--- config.mk ---
export PLATFORM = sky130hd
export DESIGN_NAME = adc_serial_slave
export DESIGN_NICKNAME = d
export VERILOG_FILES = /design/src/rtl/adc_slave_pkg.sv /design/src/rtl/pin_sync.sv /design/src/rtl/conv_seq.sv /design/src/rtl/ctrl_shift.sv /design/src/rtl/result_shift.sv /design/src/rtl/adc_serial_slave.sv
export SDC_FILE = /design/constraint.sdc
export NUM_CORES = 1
export LEC_CHECK = 0
export CAP_MARGIN = 20
export CORE_MARGIN = 2
export CORE_UTILIZATION = 46
export DETAILED_ROUTE_END_ITERATION = 12
export HOLD_SLACK_MARGIN = 0.06
export PLACE_DENSITY_LB_ADDON = 0.25
export SYNTH_ARGS = -nofsm -noshare
export SYNTH_HDL_FRONTEND = slang
export SYNTH_SLANG_ARGS = --single-unit
--- constraint.sdc ---
create_clock -name clk -period 3.4 [get_ports clk]
set_input_delay 0.68 -clock clk [delete_from_list [all_inputs] [get_ports clk]]
set_output_delay 0.68 -clock clk [all_outputs]
set_load 0.02 [all_outputs]
--- src/rtl/adc_slave_pkg.sv ---
// Package: shared types for the serial converter slave.
// Assumes nothing beyond IEEE 1800-2017.
package adc_slave_pkg;

    // Phase of the current conversion as seen from the pins.
    typedef enum logic [1:0] {
        PH_SLEEP = 2'd0,   // select high, or between conversions
        PH_WAIT  = 2'd1,   // select low, first serial fall not seen yet
        PH_TRACK = 2'd2,   // sampling window
        PH_CONV  = 2'd3    // hold / conversion with data going out
    } phase_e;

endpackage

--- src/rtl/pin_sync.sv ---
// Module: pin_sync
// Resamples a vector of asynchronous pins into the clk domain through
// STAGES flops per bit. Assumes the pins stay stable for several clk
// periods so that all bits of one pin change are seen together.
module pin_sync #(
    parameter int              W       = 3,
    parameter int              STAGES  = 2,
    parameter logic [W-1:0]    RST_VAL = '0
) (
    input  logic         clk,
    input  logic         rst_n,
    input  logic [W-1:0] pin_i,
    output logic [W-1:0] level_o
);

    logic [STAGES-1:0][W-1:0] stage_q;

    // Shift the pin values through the resampling chain.
    always_ff @(posedge clk) begin
        if (!rst_n) begin
            stage_q <= {STAGES{RST_VAL}};
        end else begin
            for (int s = STAGES - 1; s > 0; s--) begin
                stage_q[s] <= stage_q[s-1];
            end
            stage_q[0] <= pin_i;
        end
    end

    assign level_o = stage_q[STAGES-1];

endmodule

--- src/rtl/conv_seq.sv ---
// Module: conv_seq
// Detects serial clock and select edges on resampled levels, counts the
// falling and rising edges of each 16-clock conversion and derives the
// phase. Assumes clk runs at least 4x the serial clock and that a legal
// frame holds a whole number of conversions.
module conv_seq
    import adc_slave_pkg::*;
#(
    parameter int FRAME_LEN = 16,
    parameter int TRACK_LEN = 3
) (
    input  logic                              clk,
    input  logic                              rst_n,
    input  logic                              sclk_lvl_i,
    input  logic                              cs_lvl_i,
    output logic                              active_o,
    output logic                              start_o,
    output logic                              fall_ev_o,
    output logic [$clog2(FRAME_LEN+1)-1:0]    fall_pos_o,
    output logic                              rise_ev_o,
    output logic [$clog2(FRAME_LEN+1)-1:0]    rise_idx_o,
    output phase_e                            phase_o
);

    localparam int CNT_W = $clog2(FRAME_LEN + 1);
    localparam logic [CNT_W-1:0] LAST_FALL = CNT_W'(FRAME_LEN);
    localparam logic [CNT_W-1:0] LAST_RISE = CNT_W'(FRAME_LEN - 1);
    localparam logic [CNT_W-1:0] TRK_END   = CNT_W'(TRACK_LEN);
    localparam logic [CNT_W-1:0] ONE       = CNT_W'(1);

    logic             sclk_prev, cs_prev;
    logic             sclk_rise, sclk_fall;
    logic [CNT_W-1:0] fall_cnt, rise_cnt, fall_nxt;

    // Keep last resampled levels for edge detection.
    always_ff @(posedge clk) begin
        if (!rst_n) begin
            sclk_prev <= 1'b0;
            cs_prev   <= 1'b1;
        end else begin
            sclk_prev <= sclk_lvl_i;
            cs_prev   <= cs_lvl_i;
        end
    end

    assign sclk_rise = sclk_lvl_i & ~sclk_prev;
    assign sclk_fall = ~sclk_lvl_i & sclk_prev;
    assign active_o  = ~cs_lvl_i;
    assign start_o   = active_o & cs_prev;

    // A select fall with the clock low stands in for falling edge 1.
    assign fall_ev_o = start_o ? ~sclk_lvl_i : (active_o & sclk_fall);
    assign rise_ev_o = active_o & ~start_o & sclk_rise;

    // Position the current falling edge takes within its conversion.
    always_comb begin
        if (start_o || fall_cnt == LAST_FALL) fall_nxt = ONE;
        else                                  fall_nxt = fall_cnt + ONE;
    end
    assign fall_pos_o = fall_nxt;
    assign rise_idx_o = rise_cnt;

    // Falling-edge position counter, cleared at every frame start.
    always_ff @(posedge clk) begin
        if (!rst_n) begin
            fall_cnt <= '0;
        end else if (start_o) begin
            fall_cnt <= sclk_lvl_i ? '0 : ONE;
        end else if (fall_ev_o) begin
            fall_cnt <= fall_nxt;
        end
    end

    // Rising-edge counter, modulo one conversion.
    always_ff @(posedge clk) begin
        if (!rst_n) begin
            rise_cnt <= '0;
        end else if (start_o) begin
            rise_cnt <= '0;
        end else if (rise_ev_o) begin
            rise_cnt <= (rise_cnt == LAST_RISE) ? '0 : rise_cnt + ONE;
        end
    end

    // Phase decode from select level and falling-edge position.
    always_comb begin
        if (!active_o)                phase_o = PH_SLEEP;
        else if (start_o)             phase_o = PH_WAIT;
        else if (fall_cnt == '0)      phase_o = PH_WAIT;
        else if (fall_cnt <= TRK_END) phase_o = PH_TRACK;
        else if (fall_cnt == LAST_FALL) phase_o = PH_SLEEP;
        else                          phase_o = PH_CONV;
    end

    // select falling with the clock low opens the track window at once.
    assert_cs_low_clk_tracks_R7: assert property (@(posedge clk) disable iff (!rst_n)
        (start_o && !sclk_lvl_i) |=> (phase_o == PH_TRACK || !active_o));

    // select falling with the clock high waits for the next fall.
    assert_cs_high_clk_waits_R7: assert property (@(posedge clk) disable iff (!rst_n)
        (start_o && sclk_lvl_i) |=> (phase_o != PH_TRACK));

    // the fall after the last track cycle leaves the track phase.
    assert_track_closes_R5: assert property (@(posedge clk) disable iff (!rst_n)
        (fall_ev_o && !start_o && fall_cnt == TRK_END) |=> (phase_o != PH_TRACK));

    // the 16th fall of a conversion enters power-down.
    assert_last_fall_sleeps_R6: assert property (@(posedge clk) disable iff (!rst_n)
        (fall_ev_o && !start_o && fall_cnt == LAST_FALL - ONE && active_o)
        |=> (phase_o == PH_SLEEP));

    // the fall after a complete conversion begins the next one.
    assert_conv_wraps_R8: assert property (@(posedge clk) disable iff (!rst_n)
        (fall_ev_o && !start_o && fall_cnt == LAST_FALL) |=> (fall_cnt == ONE));

    // nothing counts while select is high.
    assert_idle_frozen_R10: assert property (@(posedge clk) disable iff (!rst_n)
        !active_o |=> ($stable(fall_cnt) && $stable(rise_cnt)));

endmodule

--- src/rtl/ctrl_shift.sv ---
// Module: ctrl_shift
// Collects the control byte from the first CTRL_BITS rising edges of a
// conversion and updates the channel used by the next conversion. Only
// the bits up to the top of the address field are stored; the bits
// above it are discarded as they arrive.
module ctrl_shift #(
    parameter int NUM_CH    = 8,
    parameter int CTRL_BITS = 8,
    parameter int ADDR_LSB  = 3,
    parameter int FRAME_LEN = 16,
    parameter int RST_CHAN  = 0
) (
    input  logic                              clk,
    input  logic                              rst_n,
    input  logic                              rise_ev_i,
    input  logic [$clog2(FRAME_LEN+1)-1:0]    rise_idx_i,
    input  logic                              din_i,
    output logic [$clog2(NUM_CH)-1:0]         sel_ch_o
);

    localparam int CH_W  = $clog2(NUM_CH);
    localparam int CNT_W = $clog2(FRAME_LEN + 1);
    localparam int SH_W  = ADDR_LSB + CH_W - 1;
    localparam logic [CNT_W-1:0] LAST_CTRL = CNT_W'(CTRL_BITS - 1);
    localparam logic [CNT_W-1:0] NUM_CTRL  = CNT_W'(CTRL_BITS);

    logic [SH_W-1:0] shreg;
    logic            last_bit;

    assign last_bit = rise_ev_i && (rise_idx_i == LAST_CTRL);

    // Shift control bits in while inside the control window.
    always_ff @(posedge clk) begin
        if (!rst_n) begin
            shreg <= '0;
        end else if (rise_ev_i && rise_idx_i < NUM_CTRL) begin
            shreg <= {shreg[SH_W-2:0], din_i};
        end
    end

    // Take the address field when the last control bit arrives.
    always_ff @(posedge clk) begin
        if (!rst_n) begin
            sel_ch_o <= CH_W'(RST_CHAN);
        end else if (last_bit) begin
            sel_ch_o <= shreg[ADDR_LSB-1 +: CH_W];
        end
    end

    // the channel register only moves on the last control bit.
    assert_sel_only_on_last_bit_R3: assert property (@(posedge clk) disable iff (!rst_n)
        !last_bit |=> $stable(sel_ch_o));

endmodule

--- src/rtl/result_shift.sv ---
// Module: result_shift
// Captures the selected sample at the end of the track window and drives
// the serial result: leading zeros, then the sample MSB first, one bit
// per falling edge. Assumes the capture point lies within the zero
// prefix (TRACK_LEN + 1 <= FRAME_LEN - RES_BITS).
module result_shift #(
    parameter int NUM_CH    = 8,
    parameter int RES_BITS  = 12,
    parameter int FRAME_LEN = 16,
    parameter int TRACK_LEN = 3
) (
    input  logic                              clk,
    input  logic                              rst_n,
    input  logic                              start_i,
    input  logic                              fall_ev_i,
    input  logic [$clog2(FRAME_LEN+1)-1:0]    fall_pos_i,
    input  logic [$clog2(NUM_CH)-1:0]         sel_ch_i,
    input  logic [NUM_CH*RES_BITS-1:0]        samples_i,
    output logic                              dout_o
);

    localparam int CNT_W = $clog2(FRAME_LEN + 1);
    localparam logic [CNT_W-1:0] LEAD_END  = CNT_W'(FRAME_LEN - RES_BITS);
    localparam logic [CNT_W-1:0] LATCH_POS = CNT_W'(TRACK_LEN + 1);

    logic [RES_BITS-1:0] smp [NUM_CH];
    logic [RES_BITS-1:0] picked;
    logic [RES_BITS-1:0] out_sh;
    logic                latch_now;

    // Split the flat sample bus into one word per channel.
    for (genvar g = 0; g < NUM_CH; g++) begin : g_unpack
        assign smp[g] = samples_i[g*RES_BITS +: RES_BITS];
    end

    assign picked    = smp[sel_ch_i];
    assign latch_now = fall_ev_i && (fall_pos_i == LATCH_POS);

    // Hold the captured sample and shift it out after the zero prefix.
    always_ff @(posedge clk) begin
        if (!rst_n) begin
            out_sh <= '0;
        end else if (latch_now) begin
            out_sh <= picked;
        end else if (fall_ev_i && fall_pos_i > LEAD_END) begin
            out_sh <= {out_sh[RES_BITS-2:0], 1'b0};
        end
    end

    // Serial output bit, updated on each counted falling edge.
    always_ff @(posedge clk) begin
        if (!rst_n) begin
            dout_o <= 1'b0;
        end else if (fall_ev_i) begin
            dout_o <= (fall_pos_i <= LEAD_END) ? 1'b0 : out_sh[RES_BITS-1];
        end else if (start_i) begin
            dout_o <= 1'b0;
        end
    end

    // the first falling edges of a conversion always send zero.
    assert_lead_zero_R2: assert property (@(posedge clk) disable iff (!rst_n)
        (fall_ev_i && fall_pos_i <= LEAD_END) |=> !dout_o);

    // the captured word changes only on counted falling edges.
    assert_word_held_R9: assert property (@(posedge clk) disable iff (!rst_n)
        !fall_ev_i |=> $stable(out_sh));

endmodule

--- src/rtl/adc_serial_slave.sv ---
// Module: adc_serial_slave (top)
// Serial slave side of an eight-input 12-bit converter: resamples the
// pins, sequences the conversion phases, takes the channel address and
// returns the selected sample. Assumes clk is at least 4x sclk and that
// all pins are asynchronous to clk.
module adc_serial_slave
    import adc_slave_pkg::*;
#(
    parameter int NUM_CH      = 8,
    parameter int RES_BITS    = 12,
    parameter int FRAME_LEN   = 16,
    parameter int TRACK_LEN   = 3,
    parameter int CTRL_BITS   = 8,
    parameter int ADDR_LSB    = 3,
    parameter int SYNC_STAGES = 2,
    parameter int RST_CHAN    = 0
) (
    input  logic                       clk,
    input  logic                       rst_n,
    input  logic                       cs_n,
    input  logic                       sclk,
    input  logic                       din,
    input  logic [NUM_CH*RES_BITS-1:0] samples_i,
    output logic                       dout,
    output logic                       dout_oe,
    output logic                       track,
    output logic                       pwr_down
);

    localparam int CH_W  = $clog2(NUM_CH);
    localparam int CNT_W = $clog2(FRAME_LEN + 1);

    logic [2:0]       pin_lvl;
    logic             active, start, fall_ev, rise_ev;
    logic [CNT_W-1:0] fall_pos, rise_idx;
    logic [CH_W-1:0]  sel_ch;
    phase_e           phase;

    pin_sync #(
        .W       (3),
        .STAGES  (SYNC_STAGES),
        .RST_VAL (3'b100)
    ) i_pin_sync (
        .clk     (clk),
        .rst_n   (rst_n),
        .pin_i   ({cs_n, sclk, din}),
        .level_o (pin_lvl)
    );

    conv_seq #(
        .FRAME_LEN (FRAME_LEN),
        .TRACK_LEN (TRACK_LEN)
    ) i_conv_seq (
        .clk        (clk),
        .rst_n      (rst_n),
        .sclk_lvl_i (pin_lvl[1]),
        .cs_lvl_i   (pin_lvl[2]),
        .active_o   (active),
        .start_o    (start),
        .fall_ev_o  (fall_ev),
        .fall_pos_o (fall_pos),
        .rise_ev_o  (rise_ev),
        .rise_idx_o (rise_idx),
        .phase_o    (phase)
    );

    ctrl_shift #(
        .NUM_CH    (NUM_CH),
        .CTRL_BITS (CTRL_BITS),
        .ADDR_LSB  (ADDR_LSB),
        .FRAME_LEN (FRAME_LEN),
        .RST_CHAN  (RST_CHAN)
    ) i_ctrl_shift (
        .clk        (clk),
        .rst_n      (rst_n),
        .rise_ev_i  (rise_ev),
        .rise_idx_i (rise_idx),
        .din_i      (pin_lvl[0]),
        .sel_ch_o   (sel_ch)
    );

    result_shift #(
        .NUM_CH    (NUM_CH),
        .RES_BITS  (RES_BITS),
        .FRAME_LEN (FRAME_LEN),
        .TRACK_LEN (TRACK_LEN)
    ) i_result_shift (
        .clk        (clk),
        .rst_n      (rst_n),
        .start_i    (start),
        .fall_ev_i  (fall_ev),
        .fall_pos_i (fall_pos),
        .sel_ch_i   (sel_ch),
        .samples_i  (samples_i),
        .dout_o     (dout)
    );

    assign dout_oe  = active;
    assign track    = (phase == PH_TRACK);
    assign pwr_down = (phase == PH_SLEEP);

    // while select is high the block reports power-down and no tracking.
    assert_idle_outputs_R1: assert property (@(posedge clk) disable iff (!rst_n)
        !dout_oe |-> (pwr_down && !track));

endmodule

==> summary.txt <==
Outcome
  – Status: completed

Cells and area
  – # fillers: 397
  – Storage element area: about 780 sq um
  – Nets: about 440
  – Synthesis-to-layout area growth: 48.8%
  – Final instance area: 3650 sq um
  – Multi-input gate area: around 1500 sq um
  – Fin cells: 404
  – Util after Layout: about 71%
  – Layout cell share with drive strength beyond 1: 12.3%
  – N_diodes: 0

Worst setup path
  – Required @ worst endpoint: 2.72 ns
  – CP max-delay cell: clkdlybuf4s50_1
  – Startpoint Class: flip-flop
  – CP max stage delay: 0.59 ns
  – Critical Path AT: between 2 and 2.5 ns
  – CP startpoint: i_conv_seq.fall_cnt[0]
  – WS Path Type: reg -> out
  – Crit-path cells: inv_1, ha_1, nor3_1, o311a_1, clkdlybuf4s50_1
  – CP Capture Type: output pin
  – Critical path peak fanout: 6
  – RR Startpoint: i_conv_seq.fall_cnt[1]

Global route
  – Largest net degree at the start of global routing: 26
  – First-pass GRT wire length: 11400 um
  – GRT Resource Usage Total: 24.2%
  – Number of global-route vias before repair: about 2400
  – Initial antenna violation count: 0
  – Overflow after GRT: 0

Synthesis
  – EDFF count, synth: 0
  – Mapped cell area: roughly 2500 sq um
  – Syn. warnings: 0
  – Mapped Cells: 236
  – Top FF cell, synth: dfxtp_1
  – Synthesized Nets: 340
  – Share of the synthesized area in the top cell type: roughly a third
  – Syn_area_per_cell: around 10 sq um
  – Distinct cells, synth: 40
  – Synthesized flop and latch total: 39
  – Synth async-reset ratio: 0%
  – Synth area leaders: dfxtp_1 32%, mux4_2 22%, nor2b_1 4.6%, o2bb2ai_1 3.9%, a211oi_1 3.7%
  – Largest area contributor in the synthesized netlist: dfxtp_1
  – Sequential fraction of the synthesis area: 31.8%

Clock network
  – Clk_lat worst skew: 0.30 ns
  – CTS H-Tree Depth: 2
  – Reg clk slew, reported paths: 0.08 ns
  – CTS resizes: 0
  – Max clock buf depth: 2
  – CTS Sinks: 39
  – Root Driver: clkbuf_8
  – Num CTS Buffers: 5
  – Post-CTS Setup Bufs: 0
  – CTS tree: yes
  – CTS hold repair buffers: 0

Pwr
  – Post-route total power: roughly 1.1 mW
  – Pwr dens: 301 nW/um^2
  – Leakage: between 1 and 1.5 nW
  – Worst vdd ir: approximately 0.00026 V

Place
  – Setup Slack @ Placement: about 0.99 ns
  – RePlAce Congestion: 0.881
  – I/O Buffers: 104
  – Placed cell area: roughly 3500 sq um
  – Cell Count Post-Placement: between 300 and 400
  – Hpwl dp: 5390 um

STA
  – Final Hold Fails: 0
  – Crit share post-route: about four fifths
  – Unrepaired setup endpoints after global routing: false
  – Final slew viol count: 0
  – Worst slew margin: approximately 44%
  – Max Freq: between 300 and 400 MHz
  – Clock skew: between 0.01 and 0.015 ns
  – Final worst setup slack: between 0.6 and 0.7 ns
  – Setup tns final: 0 ns
  – Final setup violation count: 0
  – Period minus WS final: 2.73 ns
  – WHS: 0.412 ns
  – Worst-margin pin slew: ~0.83 ns

Hold path
  – Hold Crit Start: i_pin_sync.stage_q[2]
  – Worst hold path class: reg -> reg

Die
  – Die X: slightly below 80 um
  – Initial Util: between 40% and 50%
  – # IOs: ~110
  – Die H: between 70 and 80 um
  – # rows: 26
  – Core Region: 5140 sq um
  – Die area: slightly below 6000 sq um

Route
  – Antenna Nets Post-Route: 0
  – DR DRC count: 0
  – DR vias/cell: between 5 and 6
  – Via count: ~2300
  – Initial DRC Count: 157
  – First-pass DRT Iterations: 6
  – DRT Wirelength: 6900 um
  – Drt wl/cell: approximately 17 um

Flow run
  – # Max-Cap Violations: 0
cell usage after synthesis (7+ instances only):
cell       number
nor2b_1        18
nand3_1         7
buf_2           9
a21boi_0        8
o2bb2ai_1      11
a211oi_1       12
o21ai_1        11
nor2_1          8
mux4_2         24
and2_1          9
nand2_1        15
dfxtp_1        39
routing by layer:
layer | wire [um] | vias up | track usage, %
li1 | - | 1095 | -
met1 | 2790 | 1112 | 29.9
met2 | 3740 | 55 | 42.7
met3 | 286 | 10 | 4.94
met4 | 83 | 0 | 7.14
met5 | 0 | - | 0
cells by family (layout without fill, tap and decap cells):
logic type                 count (synthesis)  after routing  share of synthesized area [%]
and+or+nand+nor                           81             81                           19.1
buffers and inverters                     23            121                           5.41
muxes                                     29             29                           24.1
AOI/OAI and AO/OA                         56             56                           16.3
DFF                                       39             39                           31.8
adders and majority gates                  3              3                           1.53
xor gates and xnor gates                   5              5                           1.79
worst paths after layout:
check                                                 to  slack [ns]  depth (start not counted)
worst max-delay path                               track        0.67                          5
worst min-delay path               i_pin_sync.level_o[2]        0.41                          1
worst max register to register  i_result_shift.out_sh[9]        1.07                          6
worst min register to register     i_pin_sync.level_o[2]        0.41                          1
state kept, by name, indices dropped and copies added, names as in the netlist:
signal,flops
i_result_shift.dout_o,1
i_ctrl_shift.shreg,5
i_conv_seq.cs_prev,1
i_conv_seq.fall_cnt,5
i_result_shift.out_sh,12
i_conv_seq.rise_idx_o,5
i_conv_seq.sclk_prev,1
i_pin_sync.stage_q,3
i_ctrl_shift.sel_ch_o,3
i_pin_sync.level_o,3
cell usage in the layout (no fill, tap or decap), types with 2 or more instances in the layout:
cell and count:
a211oi_1 12, a21boi_0 8, and2_1 9, and3_1 3
buf_4 4, bufinv_16 2, clkbuf_8 5, clkdlybuf4s50_1 104
dfxtp_1 39, ha_1 3, inv_1 4, mux2i_1 5
mux4_2 24, nand2_1 15, nand2b_1 2, nand3_1 7
nand3b_1 2, nand4_1 5, nor2_1 8, nor2b_1 18
nor3_1 5, nor4_1 2, nor4b_2 3, o21ai_0 5
o21ai_1 11, o2bb2ai_1 11, xnor2_1 3, xor2_1 2
worst max-delay path: cells and delay by family, from the launching register on:
kind,cells,cell delay (ns)
AO/OA/AOI/OAI,1,0.18
adder cells (fa/ha/maj),1,0.24
buffers and inverters,2,0.71
flip-flops,1,0.42
AND/OR/NAND/NOR,1,0.20
cell type report:
class,instances,share of cell area (%)
Clock buffer,5,1.88
Clock inverter,3,1.85
Multi-Input combinational cell,174,42.2
Sequential cell,39,21.4
Timing Repair Buffer,109,29.9
Inverter,4,0.411
Tap cell,70,2.40
report_power, final:
part           leakage, nW  switching [mW]  total (mW)  internal [mW]
clock               0.0644           0.172       0.464          0.293
combinational        0.854          0.0382       0.169          0.131
sequential           0.316         0.00434       0.465          0.461
Note: power is estimated with default switching activity, not from simulation.
